File: src/rtl/td_status_pkg.sv
package td_status_pkg;

    parameter int unsigned CERR_W = 2;
    parameter int unsigned STS_W  = 2;
    localparam int unsigned STS_INT = 0;
    localparam int unsigned STS_ERR = 1;

    typedef enum logic [2:0] {
        TXN_OK       = 3'd0,
        TXN_SHORT    = 3'd1,
        TXN_BABBLE   = 3'd2,
        TXN_STALL    = 3'd3,
        TXN_DBUF     = 3'd4,
        TXN_BITSTUFF = 3'd5
    } txn_code_e;

    typedef struct packed {
        logic              active;
        logic              stalled;
        logic              babble;
        logic [CERR_W-1:0] cerr;
    } td_fields_t;

endpackage

File: src/rtl/td_outcome_eval.sv
module td_outcome_eval
    import td_status_pkg::*;
(
    input  logic [2:0] code,
    input  td_fields_t fields_in,
    input  logic       spd,
    input  logic       len_done,
    output td_fields_t fields_out,
    output logic       retry,
    output logic       set_done,
    output logic       ev_int,
    output logic       ev_err
);

    logic [CERR_W-1:0] cerr_dec;

    always_comb begin
        fields_out = fields_in;
        retry      = 1'b0;
        set_done   = 1'b0;
        ev_int     = 1'b0;
        ev_err     = 1'b0;
        cerr_dec   = fields_in.cerr - CERR_W'(1);
        case (code)
            TXN_OK: begin
                if (len_done) fields_out.active = 1'b0;
            end
            TXN_SHORT: begin
                fields_out.active = 1'b0;
                set_done          = 1'b1;
                ev_int            = spd;
            end
            TXN_BABBLE: begin
                fields_out.active  = 1'b0;
                fields_out.stalled = 1'b1;
                fields_out.babble  = 1'b1;
                ev_err             = 1'b1;
            end
            TXN_STALL: begin
                fields_out.active  = 1'b0;
                fields_out.stalled = 1'b1;
                ev_err             = 1'b1;
            end
            TXN_DBUF, TXN_BITSTUFF: begin
                if (fields_in.cerr == '0) begin
                    retry = fields_in.active;
                end else begin
                    fields_out.cerr = cerr_dec;
                    if (cerr_dec == '0) begin
                        fields_out.active  = 1'b0;
                        fields_out.stalled = 1'b1;
                        ev_err             = 1'b1;
                    end else begin
                        retry = fields_in.active;
                    end
                end
            end
            default: begin
            end
        endcase
    end

endmodule

File: src/rtl/frame_status_accum.sv
module frame_status_accum
    import td_status_pkg::*;
(
    input  logic             clk,
    input  logic             rst_n,
    input  logic [STS_W-1:0] events,
    input  logic             eof,
    input  logic             clr_we,
    input  logic [STS_W-1:0] clr_mask,
    input  logic [STS_W-1:0] ien,
    output logic [STS_W-1:0] sts,
    output logic             irq
);

    typedef struct packed {
        logic [STS_W-1:0] pend;
        logic [STS_W-1:0] sts;
    } fs_t;

    fs_t fs_d, fs_q;
    logic [STS_W-1:0] clr_eff;

    always_comb begin
        fs_d      = fs_q;
        clr_eff   = clr_we ? clr_mask : '0;
        fs_d.pend = (eof ? '0 : fs_q.pend) | events;
        fs_d.sts  = (fs_q.sts & ~clr_eff) | (eof ? fs_q.pend : '0);
    end

    always_ff @(posedge clk) begin
        if (!rst_n) fs_q <= '0;
        else        fs_q <= fs_d;
    end

    assign sts = fs_q.sts;
    assign irq = |(fs_q.sts & ien);

endmodule

File: src/rtl/td_status_unit.sv
module td_status_unit
    import td_status_pkg::*;
(
    input  logic              clk,
    input  logic              rst_n,
    input  logic              txn_valid,
    input  logic [2:0]        txn_code,
    input  logic              td_active_in,
    input  logic              td_stalled_in,
    input  logic              td_babble_in,
    input  logic [CERR_W-1:0] td_cerr_in,
    input  logic              td_spd_in,
    input  logic              td_len_done_in,
    input  logic              eof_strobe,
    input  logic              sts_clr_we,
    input  logic [STS_W-1:0]  sts_clr_data,
    input  logic              short_ien,
    output logic              wb_valid,
    output logic              wb_active,
    output logic              wb_stalled,
    output logic              wb_babble,
    output logic [CERR_W-1:0] wb_cerr,
    output logic              wb_retry,
    output logic              wb_set_done,
    output logic              sts_usbint,
    output logic              sts_usberr,
    output logic              irq
);

    typedef struct packed {
        logic       valid;
        td_fields_t fields;
        logic       retry;
        logic       done;
    } wb_t;

    td_fields_t       f_in, f_new;
    logic             e_retry, e_done, e_int, e_err;
    logic [STS_W-1:0] events, ien_vec, sts_vec;
    wb_t              wb_d, wb_q;

    assign f_in = '{active: td_active_in, stalled: td_stalled_in,
                    babble: td_babble_in, cerr: td_cerr_in};

    td_outcome_eval u_eval (
        .code       (txn_code),
        .fields_in  (f_in),
        .spd        (td_spd_in),
        .len_done   (td_len_done_in),
        .fields_out (f_new),
        .retry      (e_retry),
        .set_done   (e_done),
        .ev_int     (e_int),
        .ev_err     (e_err)
    );

    always_comb begin
        events           = '0;
        events[STS_INT]  = txn_valid & e_int;
        events[STS_ERR]  = txn_valid & e_err;
        ien_vec          = '0;
        ien_vec[STS_INT] = short_ien;
        ien_vec[STS_ERR] = 1'b1;
    end

    frame_status_accum u_frame (
        .clk      (clk),
        .rst_n    (rst_n),
        .events   (events),
        .eof      (eof_strobe),
        .clr_we   (sts_clr_we),
        .clr_mask (sts_clr_data),
        .ien      (ien_vec),
        .sts      (sts_vec),
        .irq      (irq)
    );

    always_comb begin
        wb_d = '0;
        if (txn_valid) begin
            wb_d.valid  = 1'b1;
            wb_d.fields = f_new;
            wb_d.retry  = e_retry;
            wb_d.done   = e_done;
        end
    end

    always_ff @(posedge clk) begin
        if (!rst_n) wb_q <= '0;
        else        wb_q <= wb_d;
    end

    assign wb_valid    = wb_q.valid;
    assign wb_active   = wb_q.fields.active;
    assign wb_stalled  = wb_q.fields.stalled;
    assign wb_babble   = wb_q.fields.babble;
    assign wb_cerr     = wb_q.fields.cerr;
    assign wb_retry    = wb_q.retry;
    assign wb_set_done = wb_q.done;
    assign sts_usbint  = sts_vec[STS_INT];
    assign sts_usberr  = sts_vec[STS_ERR];

endmodule

File: config.mk
export PLATFORM = sky130hd
export DESIGN_NAME = td_status_unit
export DESIGN_NICKNAME = d
export VERILOG_FILES = /design/src/rtl/td_status_pkg.sv /design/src/rtl/td_outcome_eval.sv /design/src/rtl/frame_status_accum.sv /design/src/rtl/td_status_unit.sv
export SDC_FILE = /design/constraint.sdc
export NUM_CORES = 1
export LEC_CHECK = 0
export BUFFER_PORTS_ARGS = -buffer_cell sky130_fd_sc_hd__buf_4
export CORE_AREA = 2 2 39 41
export CTS_BUF_LIST = sky130_fd_sc_hd__clkbuf_2
export CTS_CLUSTER_DIAMETER = 80
export CTS_CLUSTER_SIZE = 40
export DETAILED_ROUTE_END_ITERATION = 8
export DIE_AREA = 0 0 41 43
export PLACE_DENSITY = 0.67
export SLEW_MARGIN = 15
export SYNTH_ARGS = -nofsm -noshare
export SYNTH_HDL_FRONTEND = slang
export SYNTH_SLANG_ARGS = --single-unit
File: constraint.sdc
create_clock -name clk -period 0.8 [get_ports clk]
set_input_delay 0.16 -clock clk [delete_from_list [all_inputs] [get_ports clk]]
set_output_delay 0.16 -clock clk [all_outputs]
set_load 0.005 [all_outputs]
# ---- Word level (Yosys, flattened, before mapping)
# Cells that the tools add are included.
dict set report classes {
  reduce_logical 9
  multipliers 0
  add_sub_neg 1
  n_mux 20
  div 0
  eq_ne 5
  bitwise_logic 7
  n_shift 0
  order_cmp 0
}
# op count
set ops {}
lappend ops {{$mux W2} 7}
lappend ops {{$mux W1} 9}
lappend ops {{$mux W8} 1}
lappend ops {{$eq A3 B2 Y1 const B} 2}
lappend ops {{$eq A3 B3 Y1 const B} 2}
lappend ops {{$reduce_or A2 Y1} 3}
lappend ops {{$and A2 B2 Y2} 2}
lappend ops {{$logic_not A2 Y1} 2}
lappend ops {{$or A2 B2 Y2} 2}
lappend ops {{$pmux W1 S2} 2}
lappend ops {{$eq A3 B1 Y1 const B} 1}
lappend ops {{$logic_not A3 Y1} 1}
lappend ops {{$pmux W1 S3} 1}
lappend ops {{$reduce_and A3 Y1} 1}
lappend ops {{$reduce_or A3 Y1} 1}
lappend ops {{$and A1 B1 Y1} 2}
lappend ops {{$not A2 Y2} 1}
lappend ops {{$reduce_and A2 Y1} 1}
lappend ops {{$sub A2 B1 Y2 const B} 1}
dict set report totals {
  mem_bits_rw 0
  mem_count 0
  latchBits 0
  rom_bits 0
  word_cells 51
  regBits 12
  in_bits 18
}

# ---- Logic depth before layout (Yosys ltp)
dict set report depth {
  depth_word 7
  ltp_mapped 4
}

# ---- Hierarchy
# Synthesis repeated with hierarchy kept, for this count alone.
dict set report unflattened {
  hier_cells 51
  area_unflattened_um2 519.2
}
# mod area_each_um2 cells_per_inst instances
set modules_own_cells {}
lappend modules_own_cells {td_status_unit 230.2 19 1}
lappend modules_own_cells {frame_status_accum 168.9 17 1}
lappend modules_own_cells {td_outcome_eval 120.1 15 1}

# ---- Worst setup path before layout
# No wires, ideal clock.
dict set report synth_path {
  path_type {in2reg}
  start {input port td_cerr_in[1]}
  end {register u_frame.fs_q[3] in the netlist's numbering}
  path_slack_ns 0.075
  t_required_ns 0.734
  path_stages 3
  arrival_ns 0.659
  path_buffers 0
  path_cell_list {and4bb_4 -> o21ai_2 -> a21boi_2}
}
dict set report synth_via {
  elab_chain_cells 7
  word_cells_on_any_way 8
}
# item line_no
set synth_rtl {}
lappend synth_rtl {{start, declared} td_status_unit.sv:11} ;# input logic [CERR_W-1:0] td_cerr_in,
lappend synth_rtl {{$sub A2 B1 Y2} td_outcome_eval.sv:23} ;# cerr_dec = fields_in.cerr - CERR_W'(1);
lappend synth_rtl {{$logic_not A2 Y1} td_outcome_eval.sv:49} ;# if (cerr_dec == '0) begin
lappend synth_rtl {{$mux W1} td_outcome_eval.sv:49}
lappend synth_rtl {{$mux W1 (*)} td_outcome_eval.sv:45} ;# if (fields_in.cerr == '0) begin
lappend synth_rtl {{$pmux W1 S2 (*)} td_outcome_eval.sv:24} ;# case (code)
lappend synth_rtl {{$and A1 B1 Y1 (*)} td_status_unit.sv:60} ;# events[STS_ERR] = txn_valid & e_err;
lappend synth_rtl {{$or A2 B2 Y2 (*)} frame_status_accum.sv:26} ;# fs_d.pend = (eof ? '0 : fs_q.pend) | events;
lappend synth_rtl {{end signal, assigned} frame_status_accum.sv:32} ;# else fs_q <= fs_d;
lappend synth_rtl {{end, declared} frame_status_accum.sv:20} ;# fs_t fs_d, fs_q;
# Every way passes the cells marked *; elsewhere a longest branch is shown, timed or not.
# A chain may end at the register's enable or synchronous reset.

# ---- Worst setup path after layout
dict set report layout_path {
  start {register u_frame.fs_q (netlist bit u_frame.sts[0])}
  end {output port irq}
}
dict set report layout_via {
  elab_chain_cells 2
}
# item line_no
set layout_rtl {}
lappend layout_rtl {{$and A2 B2 Y2} frame_status_accum.sv:36} ;# assign irq = |(fs_q.sts & ien);
lappend layout_rtl {{$reduce_or A2 Y1} frame_status_accum.sv:36}
lappend layout_rtl {{end, declared} td_status_unit.sv:27} ;# output logic irq
# No other way between the ends.

==> flow_metrics.py <==
metrics = {
    "outcome": {
        "status": "finished with violations",
        "violations": "negative setup slack",
    },
    "place": {
        "post-place-cells": 95,
        "placed_cell_area_um2": 722,
        "hpwl_um": 886,
        "gp_congestion": 0.736,
        "post-place-ws_ns": -0.0783,
        "portBuffers": 28,
    },
    "sta": {
        "fin_skew_ns": 0.000230,
        "post-route-period-util": 1.30,
        "setup_viol": 11,
        "finalMaxSlewViolations": 0,
        "timing.hold.ws_ns": 0.0910,
        "fmax_ghz": 0.965,
        "worstMarginPinSlew_ns": 0.275,
        "setup_tns_ns": -1.03,
        "max-slew-margin-rel": 0.816,
        "hold_viol": 0,
        "worst_slack_ns": -0.236,
        "rsz0062_at_grt": "yes",
        "min_period_ns": 1.04,
    },
    "floorplanning": {
        "die_area_um2": 1760,
        "die_width_um": 41,
        "io_pins": 29,
        "die_h_um": 43,
        "floorplan.initialDensity": 0.334,
        "fp.coreArea_um2": 1380,
        "num_rows": 14,
    },
    "cts": {
        "cts.sinks": 12,
        "clk_path_buf_depth": 2,
        "cts_tree": "built",
        "cts_buffers": 3,
        "cts_root_buffer": "clkbuf_2",
        "htree_levels": 1,
        "path_clk_slew_ns": 0.12,
        "clock_latency_ns": 0.25,
    },
    "worst_setup_path": {
        "critPathKind": "register to output port",
        "cp-start-kind": "register",
        "cp_max_fo": 2,
        "cp-end-kind": "output port",
        "crit_start": "u_frame.sts[0]",
        "r2r-start": "u_frame.sts[0]",
        "arrival_ns": 0.88,
        "required_ns": 0.64,
    },
    "yosys": {
        "netlist.area_leader.share": 0.520,
        "yosysWarnings": 0,
        "yosys-top-cells-area": "dfxtp_1 52%, nor2b_1 5.4%, nand2b_1 4.1%, nor2_1 4.1%, and4bb_4 3.5%",
        "synth_fp_nets": 65,
        "syn_inst": 47,
        "yosysUniqueCellTypes": 21,
        "synth_area_per_cell_um2": 9.82,
        "syn_area_um2": 462,
        "synth-seq-cells": 12,
        "yosysSeqAreaShare": 0.520,
        "synth_top_area_cell": "dfxtp_1",
    },
    "detailed_routing": {
        "final_antenna_net_count": 0,
        "vias": 462,
        "drc": 0,
        "drtIter0Drc": 6,
        "routed_wl_mm": 1.12,
        "routedWlPerCell_um": 11.2,
        "drt_first_pass_iters": 2,
        "vias_per_cell": 4.62,
    },
    "layout": {
        "final_core_util": 0.567,
        "final_nets": 103,
        "layoutNonFillerInstCount": 100,
        "fin_area_um2": 785,
        "drive_above_1_share": 0.595,
        "diodes": 0,
        "syn_to_final_growth_pct": 69.9,
    },
    "global_routing": {
        "grt_pass1_vias": 454,
        "grt_usage": 0.149,
        "grt-busiest-layer": "met2",
        "grt_pass1_wl_mm": 1.73,
        "globalRouteOverflowTotal": 0,
        "globalRouteMet1Util": 0.171,
        "grt_max_degree": 8,
        "met3_usage": 0.0366,
        "antenna_found_initial": 0,
        "use_met2": 0.238,
    },
    "worst_hold_path": {
        "hold_path_class": "input pin to register",
        "min_from": "td_babble_in",
    },
    "power": {
        "peakVddDrop_mv": 1.15,
        "power_mw": 1.13,
        "power.density_nw_per_um2": 1440,
        "p_leak_nw": 0.376,
    },
    "job": {
        "maxCapViolCount": 0,
    },
}
## layout make-up
class / count / area, um2
sequential: 12 / 249
clock buffer: 3 / 15.0
timing repair buffer: 33 / 270
tap: 16 / 20.0
multi-input combinational: 33 / 219
fill: 136 / 599
clock inverter: 1 / 3.75
inverter: 2 / 7.51
## cell usage in the layout (no fill, tap or decap)
cell type	n
a21boi_2	1
nor4bb_1	1
nor2b_1	4
a22oi_2	1
inv_2	1
nand2_1	3
dfxtp_2	7
a21o_1	1
nand2b_1	3
clkbuf_2	3
nand4_1	1
o211a_1	1
a21boi_1	1
a21oi_1	2
buf_4	27
nand2_2	1
and3_1	1
nor2_1	5
buf_6	6
dfxtp_1	5
nor3_1	3
a22oi_1	1
nor3_2	1
clkinv_1	1
and4bb_4	1
o21ai_2	1
inv_1	1
## kinds of logic (layout without fill, tap and decap cells)
group	after synthesis	after routing	synth area share
buffers and inverters	2	39	0.0162
DFF	12	12	0.520
and+or+nand+nor	24	24	0.312
AOI/OAI and AO/OA	9	9	0.152
## cells in the mapped netlist, drive strengths merged
cell	n
a21boi	2
a21o	1
a21oi	2
a22oi	2
and3	1
and4bb	1
dfxtp	12
inv	2
nand2	4
nand2b	3
nand4	1
nor2	5
nor2b	4
nor3	4
nor4bb	1
o211a	1
o21ai	1
## flip-flops by register name, indices dropped and copies added, names as in the netlist
register      count
u_frame.fs_q      2
u_frame.sts       2
wb_cerr           2
wb_active         1
wb_babble         1
wb_retry          1
wb_set_done       1
wb_stalled        1
wb_valid          1
## path summary, 6_finish.rpt
check                     to  slack [ns]  cells after the start
min                wb_babble        0.09                      3
min reg2reg  u_frame.fs_q[3]        0.49                      2
max                      irq       -0.24                      2
max reg2reg   u_frame.sts[0]        0.07                      3
## per-layer routing
layer	share of wire	vias up	routed length [um]
met1	0.40	200	444
li1	-	238	-
met2	0.50	24	560
met4	0	0	0
met3	0.10	0	115
met5	0	-	0
## worst max-delay path: stages, from the launching register on
cell     delay (ns)
dfxtp_2        0.35
a21o_1         0.16
buf_6          0.11
## where the power goes
part | leakage [nW] | switching [mW] | internal [mW]
Sequential | 0.101 | 0.00833 | 0.619
Combinational | 0.261 | 0.0727 | 0.126
Clock | 0.0140 | 0.197 | 0.109
## timing repair
item	in CTS	in global routing
endpoints found under the setup margin	11	12
resized for setup	4	10
buffers inserted	1	0
hold buffers	0	0
pin swaps	1	0
Note: power is estimated with default switching activity, not from simulation.
